==> config.mk <==
export PLATFORM = sky130hd
export DESIGN_NAME = bt_mailbox
export DESIGN_NICKNAME = d
export VERILOG_FILES = /design/src/rtl/bt_mbx_pkg.sv /design/src/rtl/bt_ctl_decode.sv /design/src/rtl/bt_byte_buf.sv /design/src/rtl/bt_mailbox.sv
export SDC_FILE = /design/constraint.sdc
export NUM_CORES = 2
export LEC_CHECK = 0
export ABC_AREA = 0
export BUFFER_PORTS_ARGS = -buffer_cell sky130_fd_sc_hd__clkbuf_2
export CELL_PAD_IN_SITES_DETAIL_PLACEMENT = 0
export CELL_PAD_IN_SITES_GLOBAL_PLACEMENT = 1
export CORE_MARGIN = 1.5
export CORE_UTILIZATION = 34
export DETAILED_ROUTE_END_ITERATION = 10
export PLACE_DENSITY_LB_ADDON = 0.05
export SLEW_MARGIN = 25
export SYNTH_ARGS = -nofsm -noshare
export SYNTH_HDL_FRONTEND = slang
export SYNTH_HIERARCHICAL = 1
export SYNTH_SLANG_ARGS = --single-unit
==> constraint.sdc <==
create_clock -name clk -period 5.46 [get_ports clk]
set_input_delay 1.092 -clock clk [delete_from_list [all_inputs] [get_ports clk]]
set_output_delay 1.092 -clock clk [all_outputs]
set_load 0.01 [all_outputs]
==> src/rtl/bt_mbx_pkg.sv <==
package bt_mbx_pkg;

  localparam logic [2:0] IDX_CFG  = 3'd0;
  localparam logic [2:0] IDX_IEN  = 3'd1;
  localparam logic [2:0] IDX_IST  = 3'd2;
  localparam logic [2:0] IDX_RSV  = 3'd3;
  localparam logic [2:0] IDX_CTL  = 3'd4;
  localparam logic [2:0] IDX_DATA = 3'd5;
  localparam logic [2:0] IDX_MASK = 3'd6;

  localparam int B_CLR_WR = 0;
  localparam int B_CLR_RD = 1;
  localparam int B_H2B    = 2;
  localparam int B_B2H    = 3;
  localparam int B_BUSY   = 7;

  typedef enum logic [2:0] {
    ACT_NONE,
    ACT_CLR_WR,
    ACT_CLR_RD,
    ACT_H2B,
    ACT_BUSY,
    ACT_B2H
  } ctl_act_e;

  // Highest-priority command in one control write.
  function automatic ctl_act_e pick_action(input logic [7:0] d);
    if (d[B_CLR_WR])    return ACT_CLR_WR;
    else if (d[B_CLR_RD]) return ACT_CLR_RD;
    else if (d[B_H2B])  return ACT_H2B;
    else if (d[B_BUSY]) return ACT_BUSY;
    else if (d[B_B2H])  return ACT_B2H;
    else                return ACT_NONE;
  endfunction

endpackage

==> src/rtl/bt_ctl_decode.sv <==
module bt_ctl_decode
  import bt_mbx_pkg::*;
(
  input  logic       wr_en,
  input  logic [7:0] wdata,
  output ctl_act_e   act
);
  always_comb begin
    act = wr_en ? pick_action(wdata) : ACT_NONE;
  end
endmodule

==> src/rtl/bt_byte_buf.sv <==
module bt_byte_buf #(
  parameter int DEPTH = 64,
  localparam int LEN_W = $clog2(DEPTH + 1),
  localparam int IDX_W = $clog2(DEPTH)
) (
  input  logic             clk,
  input  logic             rst_n,
  input  logic             clr,
  input  logic             push,
  input  logic [7:0]       push_byte,
  output logic             full,
  output logic [LEN_W-1:0] len,
  input  logic [IDX_W-1:0] rd_idx,
  output logic [7:0]       rd_byte
);
  logic [7:0] mem [DEPTH];

  assign full    = (len == LEN_W'(DEPTH));
  assign rd_byte = mem[rd_idx];

  always_ff @(posedge clk) begin
    if (!rst_n || clr) begin
      len <= '0;
      for (int i = 0; i < DEPTH; i++) mem[i] <= 8'h00;
    end else if (push && !full) begin
      mem[len[IDX_W-1:0]] <= push_byte;
      len <= len + 1'b1;
    end
  end
endmodule

==> src/rtl/bt_mailbox.sv <==
module bt_mailbox
  import bt_mbx_pkg::*;
#(
  parameter int DEPTH = 64,
  localparam int LEN_W = $clog2(DEPTH + 1),
  localparam int IDX_W = $clog2(DEPTH)
) (
  input  logic             clk,
  input  logic             rst_n,
  input  logic             bus_wr,
  input  logic             bus_rd,
  input  logic [4:0]       bus_addr,
  input  logic [7:0]       bus_wdata,
  output logic [7:0]       bus_rdata,
  output logic             irq,
  input  logic             rx_push,
  input  logic [7:0]       rx_byte,
  input  logic             rx_done,
  output logic             rx_accept,
  output logic             tx_send,
  output logic [LEN_W-1:0] tx_len,
  input  logic [IDX_W-1:0] tx_idx,
  output logic [7:0]       tx_byte
);
  logic [2:0] sel;
  logic       hit;
  assign sel = bus_addr[4:2];
  assign hit = (bus_addr[1:0] == 2'b00) && (sel <= IDX_MASK);

  logic ctl_wr, stat_wr, data_wr, data_rd;
  assign ctl_wr  = bus_wr && hit && (sel == IDX_CTL);
  assign stat_wr = bus_wr && hit && (sel == IDX_IST);
  assign data_wr = bus_wr && hit && (sel == IDX_DATA);
  assign data_rd = bus_rd && hit && (sel == IDX_DATA);

  logic [7:0] cfg_q, ien_q, ist_q, rsv_q, mask_q;
  logic       busy_q, h2b_q, waiting_q, in_ovf_q, pre_q, tx_send_q;
  logic [LEN_W-1:0] rd_idx_q;

  ctl_act_e act;
  bt_ctl_decode u_dec (.wr_en(ctl_wr), .wdata(bus_wdata), .act(act));

  logic act_clr_wr, act_clr_rd, act_h2b, act_busy, act_b2h;
  assign act_clr_wr = (act == ACT_CLR_WR);
  assign act_clr_rd = (act == ACT_CLR_RD);
  assign act_h2b    = (act == ACT_H2B);
  assign act_busy   = (act == ACT_BUSY);
  assign act_b2h    = (act == ACT_B2H);

  logic busy_next, rx_reset;
  assign busy_next = busy_q ^ act_busy;
  assign rx_reset  = ctl_wr && !busy_next;
  assign rx_accept = !waiting_q && !busy_q;

  logic             out_full, in_full;
  logic [LEN_W-1:0] in_len;
  logic [7:0]       in_rd_byte;
  logic             push_try, msg_ok, irq_set;

  assign push_try = rx_push && rx_accept && !rx_reset;
  assign msg_ok   = rx_done && rx_accept && !rx_reset &&
                    (in_len != '0) && !in_ovf_q;
  assign irq_set  = msg_ok && ien_q[0];

  bt_byte_buf #(.DEPTH(DEPTH)) u_out (
    .clk(clk), .rst_n(rst_n), .clr(act_clr_wr),
    .push(data_wr && !out_full), .push_byte(bus_wdata),
    .full(out_full), .len(tx_len), .rd_idx(tx_idx), .rd_byte(tx_byte)
  );

  bt_byte_buf #(.DEPTH(DEPTH)) u_in (
    .clk(clk), .rst_n(rst_n), .clr(rx_reset),
    .push(push_try && !in_full), .push_byte(rx_byte),
    .full(in_full), .len(in_len), .rd_idx(rd_idx_q[IDX_W-1:0]),
    .rd_byte(in_rd_byte)
  );

  always_ff @(posedge clk) begin
    if (!rst_n) begin
      cfg_q <= '0; ien_q <= '0; ist_q <= '0; rsv_q <= '0; mask_q <= '0;
      busy_q <= 1'b0; h2b_q <= 1'b0; waiting_q <= 1'b0; in_ovf_q <= 1'b0;
      pre_q <= 1'b1; rd_idx_q <= '0; tx_send_q <= 1'b0; irq <= 1'b0;
    end else begin
      if (bus_wr && hit && sel == IDX_CFG)  cfg_q  <= bus_wdata;
      if (bus_wr && hit && sel == IDX_IEN)  ien_q  <= bus_wdata;
      if (bus_wr && hit && sel == IDX_RSV)  rsv_q  <= bus_wdata;
      if (bus_wr && hit && sel == IDX_MASK) mask_q <= bus_wdata;

      ist_q <= (stat_wr ? (ist_q & ~bus_wdata) : ist_q) | {7'b0, irq_set};
      if (irq_set)      irq <= 1'b1;
      else if (stat_wr) irq <= 1'b0;

      busy_q    <= busy_next;
      tx_send_q <= act_b2h;

      if (msg_ok)       h2b_q <= 1'b1;
      else if (act_h2b) h2b_q <= 1'b0;

      if (rx_reset)     waiting_q <= 1'b0;
      else if (irq_set) waiting_q <= 1'b1;

      if (rx_reset)                 in_ovf_q <= 1'b0;
      else if (push_try && in_full) in_ovf_q <= 1'b1;

      if (act_clr_rd) begin
        pre_q    <= 1'b1;
        rd_idx_q <= '0;
      end else if (data_rd) begin
        if (pre_q)                pre_q    <= 1'b0;
        else if (rd_idx_q < in_len) rd_idx_q <= rd_idx_q + 1'b1;
      end
    end
  end

  assign tx_send = tx_send_q;

  always_comb begin
    bus_rdata = 8'h00;
    if (hit) begin
      case (sel)
        IDX_CFG:  bus_rdata = cfg_q;
        IDX_IEN:  bus_rdata = ien_q;
        IDX_IST:  bus_rdata = ist_q;
        IDX_RSV:  bus_rdata = rsv_q;
        IDX_CTL:  bus_rdata = {busy_q, 4'b0000, h2b_q, 2'b00};
        IDX_DATA: bus_rdata = pre_q ? 8'(in_len)
                            : ((rd_idx_q < in_len) ? in_rd_byte : 8'h00);
        IDX_MASK: bus_rdata = mask_q;
        default:  bus_rdata = 8'h00;
      endcase
    end
  end
endmodule

==> summary.txt <==
Pwr
  • Sw frac: 22.4%
  • Leak: 20.6 nW
  • Seq pwr share: 48.7%
  • Int Pwr: 15.3 mW
  • Maximum VDD drop: 0.210 mV
  • P per Cell Area: 334 nW/µm²
  • Logic pwr share: 5.6%
  • Clk network pwr share: 45.6%
  • Net Sw Power: 4.41 mW

STA
  • Max Freq: 194 MHz
  • Clk_skew: 24.0 ps
  • RSZ-0062 raised after global routing: no
  • Final setup violation count: 0
  • Worst-margin pin slew: 1040 ps
  • Max Slew Vio Count: 0
  • Hold Violations, Final: 0
  • Rel. slew slack: 30.5%
  • Setup WS post-layout: 301 ps
  • Final setup TNS: 0 ps
  • Period utilization: 94.5%
  • Final worst path period need: 5160 ps

Drt
  • # DRC: 0
  • Total via count in the routed design: 29800
  • Via density per instance: 5.13
  • 1st-iter DRT viols: 2195
  • Antenna Violating Nets Remaining: 0
  • DR pass1 iterations: 6
  • Wire per inst: 26.9 µm
  • Routed Wire Length: 156 mm

Placement
  • GP Congestion: 0.858
  • Setup WS pre-CTS: 337 ps
  • DPL Wire Length: 103 mm
  • Number of buffers added on ports: 58
  • Placed cells: 5560

Floorplan
  • Rows: 142
  • Die height: 393 µm
  • I/O Pins: 59
  • Initial Util: 34.4%
  • Die area: 154000 µm²
  • Core area: 150000 µm²
  • Die Wd: 393 µm

Clocking
  • Clk sinks: 1092
  • Skew-Pair Late Insertion Delay: 750 ps
  • CTS tree: built
  • Worst-path clk slew: 50 ps
  • Cts hold-fix bufs: 0
  • CTS max path bufs: 3
  • Post-CTS sizing: 0
  • Total CTS buffers: 132
  • CTS root buf: clkbuf_16
  • H-tree depth: 4
  • Number of setup buffers added after CTS: 0

Logic synthesis
  • Cell Area, Synth: 51600 µm²
  • Syn avg cell area: 14.4 µm²
  • Post-synthesis sequential area ratio: 62.2%
  • Post-synthesis register bit count: 1092
  • Asr flop ratio synth: 0%
  • Number of synthesized flops with an enable pin: 1024
  • Netlist cell types: 92
  • Top FF cell, synth: edfxtp_1
  • Synth Warn #: 6
  • Cells after Synth: 3586
  • Syn Nets: 3630

Global route
  • Vias in the first global route: 30900
  • GRT overflow: 0
  • Largest net degree at the start of global routing: 70
  • Global-route wire length before repair: 225 mm
  • Initial antenna violation count: 1
  • Total GRT Usage: 20.3%

Min path
  • Worst Hold Path EP: ist_q[5]
  • Hold depth: 2
  • Min-Delay Path Class: reg2reg
  • Worst Hold Launch: ist_q[5]

Critical path
  • Worst r2r src: u_out/len[0]
  • Endpoint class of the critical path: output port
  • Critical path class: reg2out
  • CP Data Arrival Time: 4070 ps
  • Crit path max fanout: 13
  • Worst reg2reg setup slack: 1570 ps
  • Startpoint Class: flop
  • Worst Reg-to-Reg Cells: 12
  • Reg-to-reg critical path endpoint: u_out/mem[23][7]
  • Worst Setup SP: rd_idx_q[4]
  • CP required: 4370 ps

Finish
  • Layout Cells excl Fill: 5798
  • Fillers: 14000
  • Area grow syn2layout: 14.4%
  • Layout cells sized above 1: 20.4%
  • Layout net count: 3722

Run
  • Number of max-cap violations: 0

Run status
  • Status: completed
power groups by stage:
stage	Combinational [mW]	Clock (mW)	Sequential [mW]
2_1_floorplan	0.645	0	9.70
3_3_place_gp	1.12	0	9.77
3_5_place_dp	1.14	0	9.78
4_1_cts	1.14	9.23	9.61
5_1_grt	1.18	9.53	9.63
6_report	1.11	8.99	9.60
registers in the layout (all words and copies together), names as in the netlist:
register	count
in_ovf_q	1
busy_q	1
u_in/len	7
mask_q	8
waiting_q	1
u_in/mem	512
rsv_q	8
u_out/mem	512
cfg_q	8
tx_send	1
irq	1
ien_q	8
ist_q	8
rd_idx_q	7
h2b_q	1
u_out/len	7
pre_q	1
Yosys cell counts (all sizes together) (8+ instances only):
library cell	instances	area, µm²
nor2b	26	163
a221oi	8	70.1
buf	119	782
ha	11	138
o221ai	15	131
nand3b	14	109
o211ai	12	124
dfxtp	68	1360
a21boi	34	255
o22ai	34	213
inv	17	63.8
and3	34	213
edfxtp	1024	30700
a22oi	12	90.1
nand2	91	344
nand2b	26	170
mux4	262	5960
nor3	18	101
nand3	58	290
o221a	8	90.1
clkbuf	168	638
nor2	150	601
or3	11	68.8
and2	1009	6310
a21oi	34	170
mux2i	44	440
mux2	13	146
nand4	10	62.6
a211oi	19	143
o21ai	143	719
per-layer routing:
metal  wire, µm  track usage (%)  share of wire (%)
met5          0                0                  0
met4       3480             5.27                2.2
met3       5150             2.70                3.3
met2      80100             35.8                 51
met1      67400             26.2                 43
critical path, cell delays in order (launching register included):
cell       delay [ps]
dfxtp_1           790
nor2b_1           610
a22oi_1           260
nand2_1           270
a22o_1            290
nand2_1            70
a2111oi_0         690
o21a_1            200
clkbuf_2          130
per-stage QoR:
| stage | instance area (µm²) | util (%) | hold slack, ps | power (mW) |
|---|---|---|---|---|
| after floorplan | 51600 | - | 409 | 10.3 |
| after global placement | 54600 | 36.3 | 421 | 10.9 |
| after detailed placement | 54600 | 36.3 | 427 | 10.9 |
| after CTS | 59100 | 39.3 | 437 | 20.0 |
| after global routing | 59100 | 39.3 | 455 | 20.3 |
| final | 59100 | 39.3 | 433 | 19.7 |
how the worst max path moves through the flow:
stage,cells past startpoint,end,slack [ps]
6_report,8,bus_rdata[7],300
5_1_grt,8,bus_rdata[2],110
4_1_cts,8,bus_rdata[6],190
3_5_place_dp,12,u_in/mem[2][3],340
3_3_place_gp,12,u_in/mem[2][3],380
2_1_floorplan,12,u_in/mem[48][0],650
final cells by class:
cell class | count | area [µm²] | share of cell area [%]
Antenna cell | 1 | 2.50 | 0.00424
Sequential cell | 1092 | 32100 | 54.4
Clock inverter | 82 | 905 | 1.53
Multi-Input combinational cell | 2187 | 18000 | 30.5
Clock buffer | 155 | 3530 | 5.97
Tap cell | 2016 | 2520 | 4.27
Inverter | 17 | 63.8 | 0.108
Timing Repair Buffer | 248 | 1890 | 3.19
logic make-up (layout without fill, tap and decap cells):
| kind of cell | Yosys count | count (layout) | share of synthesized area [%] |
|---|---|---|---|
| AND/OR/NAND/NOR | 1478 | 1478 | 16.9 |
| flip-flops | 1092 | 1092 | 62.2 |
| AO/OA/AOI/OAI | 368 | 368 | 4.84 |
| multiplexers | 319 | 319 | 12.7 |
| buffers and inverters | 307 | 502 | 2.93 |
| adder cells (fa/ha/maj) | 11 | 11 | 0.267 |
| XOR/XNOR | 11 | 11 | 0.187 |
| other | 0 | 1 | 0 |
layout by cell type, fill, tap and decap left out, types with 15 or more instances in the layout:
| cell type | n |
|---|---|
| nor2_2 | 15 |
| mux2i_1 | 44 |
| o221ai_1 | 15 |
| o21ai_1 | 45 |
| o22ai_1 | 34 |
| clkinv_2 | 21 |
| nand3_1 | 58 |
| nand2b_1 | 25 |
| nand2_1 | 90 |
| mux4_2 | 246 |
| a21boi_0 | 27 |
| nor3_1 | 15 |
| nor2_1 | 135 |
| edfxtp_1 | 1024 |
| a21oi_1 | 34 |
| mux4_1 | 16 |
| clkinv_1 | 23 |
| o21ai_0 | 97 |
| a211oi_1 | 19 |
| nor2b_1 | 24 |
| bufinv_16 | 17 |
| and2_1 | 1007 |
| buf_4 | 178 |
| dfxtp_1 | 65 |
| and3_1 | 34 |
| clkbuf_16 | 137 |
| clkbuf_1 | 15 |
| inv_1 | 17 |
| clkbuf_2 | 52 |
Power figures use the tool's default switching activity.
